<file path="src/rtl/membank_dec_pkg.sv">
package membank_dec_pkg;

  // Request for the two byte lanes of one bank.
  typedef struct packed {
    logic hi;
    logic lo;
  } lane_req_t;

  // Bus command decoded from the strobes.
  typedef struct packed {
    logic rd;
    logic wr;
  } bus_cmd_t;

endpackage

</file>
<file path="src/rtl/membank_window.sv">
module membank_window #(
  parameter int unsigned         ADDR_W  = 24,
  parameter int unsigned         BANK_AW = 17,
  parameter int unsigned         SEL_W   = 3,
  parameter logic [ADDR_W-1:0]   BASE    = 24'h0C0000
) (
  input  logic [ADDR_W-1:0] addr,
  output logic              hit,
  output logic [SEL_W-1:0]  bank_idx
);

  localparam int unsigned WIN_AW = BANK_AW + SEL_W;
  localparam int unsigned HI_W   = ADDR_W - BANK_AW;

  // Base is bank aligned, so only the bits above the bank offset take part.
  logic [HI_W:0] diff;
  logic          borrow;
  logic          above_win;

  always_comb begin
    diff      = {1'b0, addr[ADDR_W-1:BANK_AW]} - {1'b0, BASE[ADDR_W-1:BANK_AW]};
    borrow    = diff[HI_W];
    above_win = |diff[HI_W-1:SEL_W];
    hit       = !borrow && !above_win;
    bank_idx  = diff[SEL_W-1:0];
  end

  // a hit implies the address is not below the base.
  always_comb begin
    if (hit) begin
      p_hit_not_below_base_r1: assert (addr >= BASE);
    end
  end

  // a hit implies the address is below the window's upper edge.
  always_comb begin
    if (hit) begin
      p_hit_below_top_r2: assert ({1'b0, addr} < ({1'b0, BASE} + (25'd1 << WIN_AW)));
    end
  end

endmodule

</file>
<file path="src/rtl/membank_bank_sel.sv">
module membank_bank_sel #(
  parameter int unsigned NUM_BANKS = 8,
  parameter int unsigned SEL_W     = 3
) (
  input  logic                 en,
  input  logic [SEL_W-1:0]     idx,
  output logic [NUM_BANKS-1:0] onehot
);

  for (genvar b = 0; b < NUM_BANKS; b++) begin : g_bank
    assign onehot[b] = en && (idx == SEL_W'(b));
  end

  // never more than one bank enabled.
  always_comb begin
    p_one_bank_r9: assert ($onehot0(onehot));
  end

  // an enabled bank exists only when enabled.
  always_comb begin
    if (|onehot) begin
      p_bank_needs_en_r4: assert (en);
    end
  end

endmodule

</file>
<file path="src/rtl/membank_lane_gate.sv">
module membank_lane_gate
  import membank_dec_pkg::*;
#(
  parameter int unsigned NUM_BANKS = 8
) (
  input  logic [NUM_BANKS-1:0] bank_on,
  input  lane_req_t            lanes,
  output logic [NUM_BANKS-1:0] lo_cs_n,
  output logic [NUM_BANKS-1:0] hi_cs_n
);

  for (genvar b = 0; b < NUM_BANKS; b++) begin : g_lane
    assign lo_cs_n[b] = !(bank_on[b] && lanes.lo);
    assign hi_cs_n[b] = !(bank_on[b] && lanes.hi);
  end

  // lanes driven low in the same bank only.
  always_comb begin
    if (!(&lo_cs_n) && !(&hi_cs_n)) begin
      p_word_same_bank_r7: assert (lo_cs_n == hi_cs_n);
    end
  end

endmodule

</file>
<file path="src/rtl/membank_decoder.sv">
module membank_decoder
  import membank_dec_pkg::*;
#(
  parameter int unsigned       ADDR_W    = 24,
  parameter int unsigned       BANK_AW   = 17,
  parameter int unsigned       NUM_BANKS = 8,
  parameter logic [ADDR_W-1:0] BASE      = 24'h0C0000
) (
  input  logic [ADDR_W-1:0]    bus_addr,
  input  logic                 rd_cmd_n,
  input  logic                 wr_cmd_n,
  input  logic                 bhe_n,
  output logic [NUM_BANKS-1:0] bank_lo_cs_n,
  output logic [NUM_BANKS-1:0] bank_hi_cs_n,
  output logic                 mod_sel_n,
  output logic                 buf_to_bus
);

  localparam int unsigned SEL_W = $clog2(NUM_BANKS);

  bus_cmd_t        cmd;
  lane_req_t       lanes;
  logic            win_hit;
  logic [SEL_W-1:0] bank_idx;
  logic            selected;
  logic [NUM_BANKS-1:0] bank_on;
  logic            unused_addr_bits;

  assign unused_addr_bits = ^bus_addr[BANK_AW-1:1];

  always_comb begin
    cmd.rd   = !rd_cmd_n;
    cmd.wr   = !wr_cmd_n;
    lanes.lo = !bus_addr[0];
    lanes.hi = !bhe_n;
  end

  membank_window #(
    .ADDR_W (ADDR_W),
    .BANK_AW(BANK_AW),
    .SEL_W  (SEL_W),
    .BASE   (BASE)
  ) u_window (
    .addr    (bus_addr),
    .hit     (win_hit),
    .bank_idx(bank_idx)
  );

  assign selected   = win_hit && (cmd.rd || cmd.wr);
  assign mod_sel_n  = !selected;
  assign buf_to_bus = cmd.rd;

  membank_bank_sel #(
    .NUM_BANKS(NUM_BANKS),
    .SEL_W    (SEL_W)
  ) u_bank (
    .en    (selected),
    .idx   (bank_idx),
    .onehot(bank_on)
  );

  membank_lane_gate #(
    .NUM_BANKS(NUM_BANKS)
  ) u_lanes (
    .bank_on(bank_on),
    .lanes  (lanes),
    .lo_cs_n(bank_lo_cs_n),
    .hi_cs_n(bank_hi_cs_n)
  );

  // module select requires a command strobe.
  always_comb begin
    if (!mod_sel_n) begin
      p_sel_needs_cmd_r3: assert (!rd_cmd_n || !wr_cmd_n);
    end
  end

  // any chip select implies the module is selected.
  always_comb begin
    if (!(&bank_lo_cs_n) || !(&bank_hi_cs_n)) begin
      p_cs_needs_sel_r2: assert (!mod_sel_n);
    end
  end

  // low lane only on even addresses.
  always_comb begin
    if (!(&bank_lo_cs_n)) begin
      p_lo_even_r5: assert (!bus_addr[0]);
    end
  end

  // high lane only with the byte-high enable.
  always_comb begin
    if (!(&bank_hi_cs_n)) begin
      p_hi_bhe_r6: assert (!bhe_n);
    end
  end

  // one device per lane at most.
  always_comb begin
    p_lane_onehot_r9: assert ($onehot0(~bank_lo_cs_n) && $onehot0(~bank_hi_cs_n));
  end

endmodule

</file>
<file path="config.mk">
export PLATFORM = sky130hd
export DESIGN_NAME = membank_decoder
export DESIGN_NICKNAME = d
export VERILOG_FILES = /design/src/rtl/membank_dec_pkg.sv /design/src/rtl/membank_window.sv /design/src/rtl/membank_bank_sel.sv /design/src/rtl/membank_lane_gate.sv /design/src/rtl/membank_decoder.sv
export SDC_FILE = /design/constraint.sdc
export NUM_CORES = 1
export LEC_CHECK = 0
export BUFFER_PORTS_ARGS = -buffer_cell sky130_fd_sc_hd__buf_2
export CORE_AREA = 2 2 39 41
export DETAILED_ROUTE_END_ITERATION = 10
export DIE_AREA = 0 0 41 43
export PLACE_DENSITY = 0.69
export SYNTH_ARGS = -nofsm -noshare
export SYNTH_HDL_FRONTEND = slang
export SYNTH_SLANG_ARGS = --single-unit
</file>
<file path="constraint.sdc">
create_clock -name vclk -period 1.7
set_input_delay 0.085 -clock vclk [all_inputs]
set_output_delay 0.085 -clock vclk [all_outputs]
set_load 0.05 [all_outputs]
</file>
==> run metrics <==
status completed; starting density of the core 0.1646; GPL Wtd Cong 0.7958; largest area contributor in the netlist nand4_1; Seq. cell area 0 µm²; final hold violation count 0; Resized cells post-CTS 0; seq_cells 0; die area 1763 µm²; postcts setup bufs 0; register area share after synthesis 0; Area Overhead vs Synth 72.53%; min-delay worst type input pin to output port; crit share post-route 0.7989; critical path type input pin to output port; Worst Path Arrival 1270 ps; Crit path top cell by count buf_2; Syn Inst Count 36; Place WS 328.0 ps; power per cell area 214.0 nW/µm²; first-pass GRT wire length 1221 µm; RSZ-0062 raised after global routing no; grt ovf 0; Syn Area/Cell 6.326 µm²; antenna-violating nets left 0; drt initial violations 7; worst setup margin 341.9 ps; CTS Hold Bufs 0; worst path cell trace buf_2 -> ha_1 -> xnor2_1 -> nor3_4 -> nand3_1 -> buf_2; Pleak 0.1390 nW; syn nets 64; setup_tns 0 ps; diode count 0; via density per instance 4.741; Port Buf Inserts 29; Required @ worst endpoint 1620 ps; delay-heaviest family, CP simple AND/OR/NAND/NOR gates; Worst Path Buf+Inv 2; Worst path slowest cell nor3_4; min Tclk post-route 1358 ps; Worst path max stage delay 310 ps; initial antenna violation count 0; mapped cell area 227.7 µm²; DR pass1 iterations 4; Achievable Freq 0.7363 GHz; clock buffers 0; Critical Path End Type output port; Core ar. 1384 µm²; synth top area cells nand4_1, nand3_1, xnor2_1, nor2b_1, nor3_4; die width 41 µm; Die Y 43 µm; post-synth top area share 0.2198; Worst Max-Slew Pin Slew 527.4 ps; Synth Warn # 0; Final Setup Violations 0; drt drc 0; vias in the first global route 331; fin. max-slew vios 0; Max FO, Critical Path 8; via count 384; peak supply drop 65.57 µV; nets 95; fraction of layout cells with a size suffix above 1 0.4769; GRT Total Usage 0.09100; max_slew headroom 0.6459; maximum capacitance violations 0; io pins 45; Synth cell types 13; routed wire length 793 µm; hpwl dp 710.9 µm; pin count of the biggest net entering global routing 10; average wire per standard cell 9.790 µm; Post-synth top cells nand3_1, nand4_1, nor2_1, nor2b_1, xnor2_1; Startpoint Class input pin; std cell rows 14
kinds of logic after synthesis:
| logic type | share of synthesized area |
|---|---|
| and+or+nand+nor | 0.7143 |
| xor gates and xnor gates | 0.1538 |
| AOI/OAI and AO/OA | 0.06043 |
| adders and majority gates | 0.05494 |
| buffers and inverters | 0.01647 |
worst min-delay path: stages:
cell and delay, ps:
buf_2 90, inv_1 30, buf_2 200
path summary, 6_finish.rpt:
kind	start	end	slack, ps	cells after the start
worst max-delay path	bus_addr[18]	bank_lo_cs_n[3]	340	6
worst min-delay path	rd_cmd_n	buf_to_bus	480	3
where the power goes:
group	switching, mW	total [mW]	internal, mW
Clock	0	0	0
Combinational	0.0553	0.0841	0.0287
Sequential	0	0	0
metrics by stage:
stage | util | std cells | power [mW] | hold WS (ps) | cell area [µm²]
finish | 0.2839 | 81 | 0.08406 | 481.7 | 392.9
global route | 0.2839 | 81 | 0.09321 | 506.9 | 392.9
global placement | 0.2839 | 81 | 0.08263 | 480.4 | 392.9
detailed placement | 0.2839 | 81 | 0.08410 | 482.4 | 392.9
CTS | 0.2839 | 81 | 0.08421 | 482.9 | 392.9
floorplan | - | 36 | 0.05607 | 346.5 | 227.7
per-layer routing:
metal,vias to the layer above,track usage,share of wire
li1,194,-,-
met1,169,0.1048,0.39
met2,21,0.1750,0.50
met3,0,0.01047,0.11
met4,0,0,0
met5,-,0,0
layout make-up:
type | count | area, µm²
multi-input combinational | 35 | 224.0
tap | 16 | 20.02
timing repair buffer | 29 | 145.1
inverter | 1 | 3.754
fill | 165 | 991.0
placed cells by master (no fill, tap or decap), types with 4 or more instances in the layout:
master / instances
xnor2_1: 4
nor2b_1: 4
nand3_1: 8
nor2_1: 4
buf_2: 29
nand4_1: 8
(Power assumes the default switching activity.)
